--- src/rtl/pred_guard.sv ---
module pred_guard #(
  parameter int NSLOT = 4,
  parameter int NPRED = 8,
  parameter int W     = 32,
  parameter int RW    = 5,
  localparam int PW   = $clog2(NPRED)
) (
  input  logic               clk,
  input  logic               rst_n,
  input  logic [NSLOT-1:0]   cmp_we,
  input  logic [NSLOT*PW-1:0] cmp_idx,
  input  logic [NSLOT-1:0]   cmp_val,
  input  logic [NSLOT*PW-1:0] g_idx,
  input  logic [NSLOT-1:0]   g_neg,
  input  logic [NSLOT-1:0]   sel_op,
  input  logic [NSLOT-1:0]   wr_req,
  input  logic [NSLOT-1:0]   st_req,
  input  logic [NSLOT*RW-1:0] dst,
  input  logic [NSLOT*W-1:0] opa,
  input  logic [NSLOT*W-1:0] opb,
  input  logic               br_req,
  output logic [NSLOT-1:0]   wb_en,
  output logic [NSLOT*RW-1:0] wb_dst,
  output logic [NSLOT*W-1:0] wb_data,
  output logic [NSLOT-1:0]   st_en,
  output logic               br_taken
);

  localparam logic [NPRED-1:0] PRED_RST = NPRED'(1);

  logic [NPRED-1:0] pred_q;
  logic [NPRED-1:0] pred_d;
  logic [NSLOT-1:0] gval;

  always_comb begin
    pred_d = pred_q;
    for (int s = 0; s < NSLOT; s++)
      if (cmp_we[s]) pred_d[cmp_idx[s*PW +: PW]] = cmp_val[s];
    pred_d[0] = 1'b1;
  end

  always_ff @(posedge clk or negedge rst_n)
    if (!rst_n) pred_q <= PRED_RST;
    else        pred_q <= pred_d;

  for (genvar s = 0; s < NSLOT; s++) begin : g_slot
    assign gval[s]               = pred_q[g_idx[s*PW +: PW]] ^ g_neg[s];
    assign wb_en[s]              = wr_req[s] & (sel_op[s] | gval[s]);
    assign st_en[s]              = st_req[s] & gval[s];
    assign wb_data[s*W +: W]     = (sel_op[s] & ~gval[s]) ? opb[s*W +: W] : opa[s*W +: W];
    assign wb_dst[s*RW +: RW]    = wb_en[s] ? dst[s*RW +: RW] : '0;
  end

  assign br_taken = br_req & gval[0];

endmodule

--- config.mk ---
export PLATFORM = sky130hd
export DESIGN_NAME = pred_guard
export DESIGN_NICKNAME = d
export VERILOG_FILES = /design/src/rtl/pred_guard.sv
export SDC_FILE = /design/constraint.sdc
export NUM_CORES = 1
export LEC_CHECK = 0
export BUFFER_PORTS_ARGS = -buffer_cell sky130_fd_sc_hd__buf_2
export CAP_MARGIN = 20
export CORE_AREA = 2 2 185 187
export DETAILED_ROUTE_END_ITERATION = 8
export DIE_AREA = 0 0 187 189
export PLACE_DENSITY = 0.45
export SETUP_SLACK_MARGIN = 0.15
export SYNTH_ARGS = -nofsm -noshare
export SYNTH_HDL_FRONTEND = slang
export SYNTH_SLANG_ARGS = --single-unit
--- constraint.sdc ---
create_clock -name clk -period 2.5 [get_ports clk]
set_input_delay 0.5 -clock clk [delete_from_list [all_inputs] [get_ports clk]]
set_output_delay 0.5 -clock clk [all_outputs]
set_load 0.02 [all_outputs]
# Yosys cells after proc, flatten, opt, wreduce, memory -nomap -nowiden
# Cells that the tools add are included.
[totals]
wordCells = 74
input_bits = 327
output_inout_bits = 157
register_bits = 7
[op_classes]
n_lt_le_gt_ge = 12
n_bitwise = 25
n_reduce_logical = 4
muxes = 32
[ops]
columns = ["operator", "n"]
rows = [
  ["$mux 32", 4],
  ["$bwmux 8", 4],
  ["$lt 3x4->1 const B", 8],
  ["$mux 8", 4],
  ["$mux 5", 4],
  ["$and 1x1->1", 13],
  ["$bmux 1 s3", 4],
  ["$demux 1 s3", 4],
  ["$ge 3x1->1 const B", 4],
  ["$mux 1", 8],
  ["$logic_and 1x1->1", 4],
  ["$not 1->1", 4],
  ["$or 1x1->1", 4],
  ["$xor 1x1->1", 4],
]

# Longest topological paths before layout
# Gate-level depths: netlist of the first run.
[logic_depth]
ltp_word = 12
depth_mapped = 6
mapped_depth_nobuf = 5

# Least setup slack after synthesis of the first run
# Ideal clock, no wire load.
[synth_path]
path_kind = "input port to output port"
start = "input port g_idx[3]"
end = "output port wb_data[33]"
required_ns = 2.000
path_buffers = 1
cell_stages = 5
path_slack_ns = -0.144
t_arrival_ns = 2.144
cell_sequence = "mux2_2 > a311oi_2 > mux2i_2 > buf_6 > mux2_4"
[synth_via]
elab_chain_len = 6
[synth_lines]
columns = ["item", "line_no", "text"]
rows = [
  ["start, declared", "13", "input logic [NSLOT*PW-1:0] g_idx,"],
  ["$bmux 1 s3", "47", "assign gval[s] = pred_q[g_idx[s*PW +: PW]] ^ g_neg[s];"],
  ["$mux 1 (implied by the code)", "47", ""],
  ["$xor 1x1->1", "47", ""],
  ["$not 1->1", "50", "assign wb_data[s*W +: W] = (sel_op[s] & ~gval[s]) ? opb[s*W +: W] : opa[s*W +: W];"],
  ["$and 1x1->1", "50", ""],
  ["$mux 32", "50", ""],
  ["end, declared", "24", "output logic [NSLOT*W-1:0] wb_data,"],
]
# No other way between the ends. The select of a mux whose other input is x is not followed.

# Worst setup path after layout of the first run
[layout_path]
start = "register pred_q[2]"
end = "output port wb_data[70]"
[layout_via]
elab_chain_len = 6
[layout_lines]
columns = ["item", "line_no", "text"]
rows = [
  ["start, declared", "31", "logic [NPRED-1:0] pred_q;"],
  ["start signal, assigned", "44", "else pred_q <= pred_d;"],
  ["$bmux 1 s3", "47", ""],
  ["$mux 1 (implied by the code)", "47", ""],
  ["$xor 1x1->1", "47", ""],
  ["$not 1->1", "50", ""],
  ["$and 1x1->1", "50", ""],
  ["$mux 32", "50", ""],
]
# No other way between the ends. The select of a mux whose other input is x is not followed.

==> results of run 1 <==
==> worst max-delay path, cell delays in order (launching register included) <==
cell and delay, ns:
sky130_fd_sc_hd__dfrtp_1 0.39, sky130_fd_sc_hd__buf_12 0.16, sky130_fd_sc_hd__mux2i_1 0.15, sky130_fd_sc_hd__nor3b_2 0.08, sky130_fd_sc_hd__a311oi_4 0.35, sky130_fd_sc_hd__mux2i_4 0.34, sky130_fd_sc_hd__buf_6 0.16, sky130_fd_sc_hd__buf_12 0.14
sky130_fd_sc_hd__mux2_4 0.33, sky130_fd_sc_hd__buf_6 0.14
==> through the flow <==
stage / utilization, % / std cells / power, mW / hold WS (ns) / setup WS [ns]
after floorplan: - / 301 / 1.473 / 0.2044 / -0.03977
after global placement: 20.00 / 1247 / 2.372 / 0.3447 / -0.4629
after detailed placement: 20.00 / 1247 / 2.378 / 0.3482 / -0.4519
after CTS: 23.68 / 1272 / 3.194 / 0.1056 / -0.5038
after global routing: 25.25 / 1279 / 3.572 / 0.1158 / -0.5585
final: 25.25 / 1279 / 3.427 / 0.1012 / -0.4882
==> timing repair <==
| item | CTS | global route |
|---|---|---|
| buffers inserted | 12 | 3 |
| endpoints found under the hold margin | 0 | 0 |
| cloned | 9 | 3 |
| gates resized for setup | 257 | 108 |
| pin swaps | 12 | 11 |
| endpoints found under the setup margin | 157 | 157 |
==> path summary, 6_finish.rpt <==
kind / to
setup / recovery: wb_data[70]
hold / removal: pred_q[4]
setup reg to reg: pred_q[2]
hold reg to reg: pred_q[7]
max in group asynchronous: pred_q[6]
min in group clk: pred_q[3]
==> logic make-up (layout without fill, tap and decap cells) <==
family,Yosys count,in the layout
AND/OR/NAND/NOR,68,68
multiplexers,154,154
flip-flops,7,7
AO/OA/AOI/OAI,52,52
buffers and inverters,16,545
XOR/XNOR,4,4
other,0,1
==> cells in the final DEF (no fill, tap or decap), drive strengths merged, types with 6 or more instances in the layout <==
cell type  count
nand3          6
o211a         20
buf          537
nand2         16
clkbuf         8
dfrtp          7
nor2           9
nand2b         7
mux2         135
mux2i         19
==> power by group <==
part / switching (mW) / total (mW) / internal (mW)
combinational: 1.30 / 2.99 / 1.68
clock: 0.0565 / 0.268 / 0.212
sequential: 0.0295 / 0.170 / 0.141
==> layout make-up <==
class,count,share of cell area (%)
diodes,1,0.02978
clock buffers,4,0.9381
multi-input cells,278,40.08
flip-flops and latches,7,2.099
well taps,448,6.671
repair buffers,541,50.18
==> layer usage <==
metal / global-route usage [%] / share of wire, % / wire length (um)
met3: 1.483 / 4.4 / 1001
met2: 20.07 / 51 / 11460
met1: 15.19 / 44 / 9853
met5: 0 / 0.058 / 13
met4: 0.8547 / 0.89 / 200
==> insert_results.sql, run 1 <==
INSERT INTO impl_metrics (metric_group, metric, value, unit) VALUES
('clock_network', 'path_clk_slew', '0.04', 'ns'),
('setup_path', 'rr_worst_depth', '5', ''),
('timing', 'final_min_period_over_clock_period', '119.5', '%'),
('pwr', 'vdd_ir_drop_max', '0.0002816', 'V'),
('place', 'detailed_place.area', '0.006655', 'sq mm'),
('logic_synthesis', 'synth-edff-count', '0', ''),
('timing', 'timing.final.ws_setup', '-0.4882', 'ns'),
('logic_synthesis', 'synthesized_cell_area', '0.003395', 'sq mm'),
('routing', 'num_vias', '4730', ''),
('pwr', 'power_density', '407.9', 'mW/mm^2'),
('timing', 'fin_tns_setup', '-61.37', 'ns'),
('global_route', 'initial_antenna_violation_count', '2', ''),
('timing', 'timing_worst_slew_pin_value', '0.3753', 'ns'),
('floorplanning', 'full_die_area', '0.03534', 'sq mm'),
('global_route', 'first_pass_grt_wire_length', '30490', 'um'),
('clock_network', 'clkSinkCount', '7', ''),
('routing', 'detail_route.wirelength', '22530', 'um'),
('clock_network', 'tritoncts', 'done', ''),
('clock_network', 'postCtsHoldBufs', '0', ''),
('global_route', 'via_count_of_the_first_global_routing_pass', '4705', ''),
('logic_synthesis', 'post_synth_xor_area_fraction', '1.032', '%'),
('clock_network', 'clock_path_buffers', '2', ''),
('logic_synthesis', 'syn-instance-count', '301', ''),
('logic_synthesis', 'synth.distinct_cells', '36', ''),
('timing', 'report.final.setup_viol', '157', ''),
('logic_synthesis', 'synth_top_area_share', '54.40', '%'),
('routing', 'wire_per_inst', '17.62', 'um'),
('final_layout', 'regArea', '176.4', 'sq um'),
('logic_synthesis', 'synthMostInstantiatedCell', 'sky130_fd_sc_hd__mux2_4', ''),
('global_route', 'track_usage', '11.32', '%'),
('floorplanning', 'die_w', '187', 'um'),
('timing', 'max_clock_freq', '334.6', 'MHz'),
('logic_synthesis', 'synth.ff_latch_count', '7', ''),
('clock_network', 'cts_root_buf', 'sky130_fd_sc_hd__clkbuf_16', ''),
('setup_path', 'cp_data_required_time', '2.00', 'ns'),
('timing', 'final_hold_viol_count', '0', ''),
('logic_synthesis', 'synth_compound_gate_area_share', '13.71', '%'),
('run_status', 'status', 'complete, but fails checks', ''),
('logic_synthesis', 'post_synth_and_or_nand_nor_area_fraction', '11.24', '%'),
('final_layout', 'reg.largest.list', 'pred_q x7', ''),
('setup_path', 'worst_ep_arrival_time', '2.49', 'ns'),
('floorplanning', 'initial_core_util', '10.20', '%'),
('global_route', 'grt.overflow.total', '0', ''),
('timing', 'clock_skew', '0', 'ns'),
('run_status', 'failed_checks', 'negative setup slack', ''),
('logic_synthesis', 'post_synth_fa_ha_maj_area_fraction', '0', '%'),
('final_layout', 'area_growth', '147.5', '%'),
('place', 'dp_hpwl', '18380', 'um'),
('final_layout', 'largest_register', 'pred_q', ''),
('routing', 'number_of_design_rule_violations_left_after_detail_routing', '0', ''),
('final_layout', 'filler_cell_count', '3599', ''),
('final_layout', 'flip_flop_count_of_the_largest_register_all_copies_and_words_added', '7', ''),
('setup_path', 'critPathKind', 'reg2out', ''),
('floorplanning', 'num_io_pins', '484', ''),
('timing', 'grt_setup_unrepaired', 'yes', ''),
('place', 'place_congestion', '0.7898', ''),
('place', 'io_buffer_count', '483', ''),
('timing', 'timing.final.crit_period', '2.988', 'ns'),
('flow_run', 'number_of_max_cap_violations', '0', ''),
('setup_path', 'worstSetupEndpointType', 'output port', ''),
('setup_path', 'startpoint', 'pred_q[2]', ''),
('setup_path', 'setup.reg_to_reg.worst_slack', '1.06', 'ns'),
('logic_synthesis', 'synth_commonest_cells', '123 x sky130_fd_sc_hd__mux2_4, 20 x sky130_fd_sc_hd__o211a_1, 16 x sky130_fd_sc_hd__nand2_1', ''),
('logic_synthesis', 'main_combinational_cell_family_by_area_after_synthesis', 'multiplexers', ''),
('routing', 'initial_drt_pass_iterations', '4', ''),
('floorplanning', 'die_height', '189', 'um'),
('logic_synthesis', 'yosys.area.top_type', 'sky130_fd_sc_hd__mux2_4', ''),
('final_layout', 'nNetsFinal', '1158', ''),
('pwr', 'cellLeakagePower', '4.327', 'nW'),
('logic_synthesis', 'synthesis.nets', '628', ''),
('logic_synthesis', 'synthFlopType', 'sky130_fd_sc_hd__dfrtp_1', '');
Note: power is estimated with default switching activity, not from simulation.
==> run 2: changes to the inputs <==
--- a/config.mk
+++ b/config.mk
@@ -12,6 +12,7 @@
 export DIE_AREA = 0 0 187 189
 export PLACE_DENSITY = 0.45
 export SETUP_SLACK_MARGIN = 0.15
+export SKIP_LAST_GASP = 1
 export SYNTH_ARGS = -nofsm -noshare
 export SYNTH_HDL_FRONTEND = slang
 export SYNTH_SLANG_ARGS = --single-unit
==> insert_results.sql, run 2 (synthesis results as in run 1) <==
INSERT INTO impl_metrics (metric_group, metric, value, unit) VALUES
('run_status', 'failed_checks', 'negative setup slack', ''),
('timing', 'max_clock_freq', '332.4', 'MHz'),
('floorplanning', 'full_die_area', '0.03534', 'sq mm'),
('timing', 'timing_worst_slew_pin_value', '0.3753', 'ns'),
('place', 'dp_hpwl', '18380', 'um'),
('setup_path', 'worst_ep_arrival_time', '2.51', 'ns'),
('flow_run', 'number_of_max_cap_violations', '0', ''),
('timing', 'report.final.setup_viol', '157', ''),
('clock_network', 'cts_made_buffers', '3', ''),
('floorplanning', 'die_w', '187', 'um'),
('routing', 'num_vias', '4691', ''),
('routing', 'wl_met1', '9866', 'um'),
('pwr', 'power_density', '404.7', 'mW/mm^2'),
('global_route', 'maximum_number_of_pins_on_one_net_before_global_route_repair', '23', ''),
('floorplanning', 'initial_core_util', '10.20', '%'),
('clock_network', 'h-tree-depth', '1', ''),
('min_path', 'tightest_hold_check_type', 'in2async', ''),
('setup_path', 'start_kind', 'register', ''),
('timing', 'grt_setup_unrepaired', 'yes', ''),
('global_route', 'via_count_of_the_first_global_routing_pass', '4709', ''),
('place', 'placed_cells', '1247', ''),
('clock_network', 'clock_path_buffers', '2', ''),
('routing', 'detail_route.wirelength', '22360', 'um'),
('timing', 'max_slew_margin', '74.64', '%'),
('floorplanning', 'core_region_area', '0.03328', 'sq mm'),
('timing', 'final_min_period_over_clock_period', '120.3', '%'),
('final_layout', 'flip_flop_count_of_the_largest_register_all_copies_and_words_added', '7', ''),
('clock_network', 'postCtsHoldBufs', '0', ''),
('global_route', 'initial_antenna_violation_count', '2', ''),
('place', 'pre_cts_slack', '-0.4519', 'ns'),
('final_layout', 'instances_no_fill', '1280', ''),
('setup_path', 'cp_data_required_time', '2.00', 'ns'),
('place', 'io_buffer_count', '483', ''),
('setup_path', 'critPathKind', 'reg2out', ''),
('run_status', 'status', 'complete, but fails checks', ''),
('final_layout', 'filler_cell_count', '3639', ''),
('global_route', 'grt.overflow.total', '0', ''),
('pwr', 'vdd_ir_drop_max', '0.0002764', 'V'),
('final_layout', 'final_common_cell', 'sky130_fd_sc_hd__buf_2', ''),
('final_layout', 'area_growth', '138.7', '%'),
('final_layout', 'reg.largest.list', 'pred_q x7', ''),
('pwr', 'cellLeakagePower', '4.237', 'nW'),
('clock_network', 'path_clk_slew', '0.04', 'ns'),
('global_route', 'first_pass_grt_wire_length', '30540', 'um'),
('routing', 'initial_drt_pass_iterations', '5', ''),
('routing', 'vias_per_cell', '3.665', ''),
('global_route', 'track_usage', '11.33', '%'),
('floorplanning', 'core.rowCount', '67', ''),
('timing', 'final_hold_viol_count', '0', ''),
('clock_network', 'clkSinkCount', '7', ''),
('final_layout', 'nNetsFinal', '1159', ''),
('clock_network', 'tritoncts', 'done', ''),
('floorplanning', 'num_io_pins', '484', ''),
('setup_path', 'cpMaxStageDelayCell', 'sky130_fd_sc_hd__dfrtp_1', ''),
('final_layout', 'top_library_cells_by_usage_in_the_layout_fill_and_taps_aside', '364 x sky130_fd_sc_hd__buf_2, 128 x sky130_fd_sc_hd__mux2_4, 125 x sky130_fd_sc_hd__buf_6', ''),
('setup_path', 'timing.critical_path.fanout_max', '7', ''),
('routing', 'top_layer_used', 'met5', ''),
('timing', 'timing.final.crit_period', '3.008', 'ns'),
('place', 'detailed_place.area', '0.006655', 'sq mm'),
('setup_path', 'path_cells', 'buf_12 -> buf_4 -> nor2_4 -> a221oi_2 -> a311oi_4 -> mux2i_4 -> buf_6 -> buf_12 -> mux2_4 -> buf_6', ''),
('setup_path', 'worstSetupEndpointType', 'output port', ''),
('clock_network', 'insertion_delay', '0.22', 'ns'),
('routing', 'met3_wirelength', '950', 'um'),
('place', 'place_congestion', '0.7898', ''),
('routing', 'number_of_design_rule_violations_left_after_detail_routing', '0', ''),
('routing', 'drt.antenna.violating_nets', '0', ''),
('final_layout', 'final_area', '0.008102', 'sq mm'),
('setup_path', 'critPathMaxStageDelay', '0.38', 'ns'),
('timing', 'timing_max_transition_violations_final', '0', ''),
('final_layout', 'post_route_cells_drive_above_1_share', '85.44', '%'),
('final_layout', 'largest_register', 'pred_q', ''),
('routing', 'met2WireLength', '11350', 'um'),
('clock_network', 'cts_root_buf', 'sky130_fd_sc_hd__clkbuf_16', ''),
('timing', 'timing.final.ws_setup', '-0.5080', 'ns'),
('routing', 'wire_per_inst', '17.47', 'um'),
('timing', 'clock_skew', '0', 'ns'),
('routing', 'drtIter0Drc', '169', ''),
('floorplanning', 'die_height', '189', 'um');
## run 2: cell count changes in the layout (fill, tap and decap cells not counted), sizes merged
cell / before / now
clkbuf: 8 / 7
buf: 537 / 539
## run 2: metal layers
layer | vias to the layer above | global-route usage (%)
li1 | 2256 | -
met1 | 2236 | 15.17
met2 | 187 | 20.05
met3 | 10 | 1.557
met4 | 2 | 0.8547
met5 | - | 0
## run 2: critical path: cells and delay by family (launching register included)
family / cells / cell delay [ns]
AOI/OAI and AO/OA: 2 / 0.43
buffers and inverters: 5 / 0.72
DFF: 1 / 0.38
muxes: 2 / 0.66
and+or+nand+nor: 1 / 0.07
## run 2: path summary, 6_finish.rpt
path / end / slack (ns) / startpoint / cells past startpoint
worst min-delay path: pred_q[4] / 0.10 / rst_n / 1
max in group asynchronous: pred_q[6] / 2.22 / rst_n / 1
worst min register to register: pred_q[7] / 0.90 / pred_q[7] / 4
worst max-delay path: wb_data[70] / -0.51 / pred_q[4] / 10
min in group clk: pred_q[3] / 0.61 / cmp_idx[10] / 3
worst max register to register: pred_q[2] / 1.06 / pred_q[2] / 5
## run 2: where the power goes
| part | total (mW) | internal [mW] | switching (mW) |
|---|---|---|---|
| Combinational | 2.84 | 1.58 | 1.26 |
| Sequential | 0.170 | 0.141 | 0.0296 |
| Clock | 0.268 | 0.212 | 0.0558 |
## run 2: layout make-up
class | count | area, sq um | share of cell area (%)
flip-flops and latches | 7 | 176.4 | 2.178
multi-input cells | 278 | 3298 | 40.71
well taps | 448 | 560.5 | 6.919
diodes | 1 | 2.502 | 0.03089
repair buffers | 542 | 3985 | 49.19
clock buffers | 4 | 78.83 | 0.9730
## run 2: what timing repair did
| action | CTS | global route |
|---|---|---|
| resized for setup | 235 | 48 |
| pin swaps | 12 | 7 |
| gates cloned | 9 | 3 |
| endpoints found under the setup margin | 157 | 157 |
| setup buffers | 12 | 4 |
## run 2: metrics by stage
step	TNS, ns	hold WS [ns]	util (%)	power [mW]
after floorplan	-3.879	0.2044	-	1.473
after global placement	-46.38	0.3447	20.00	2.372
after detailed placement	-49.31	0.3482	20.00	2.378
after CTS	-62.75	0.1056	23.48	3.166
after global routing	-76.25	0.1158	24.34	3.427
final	-62.65	0.1012	24.34	3.278
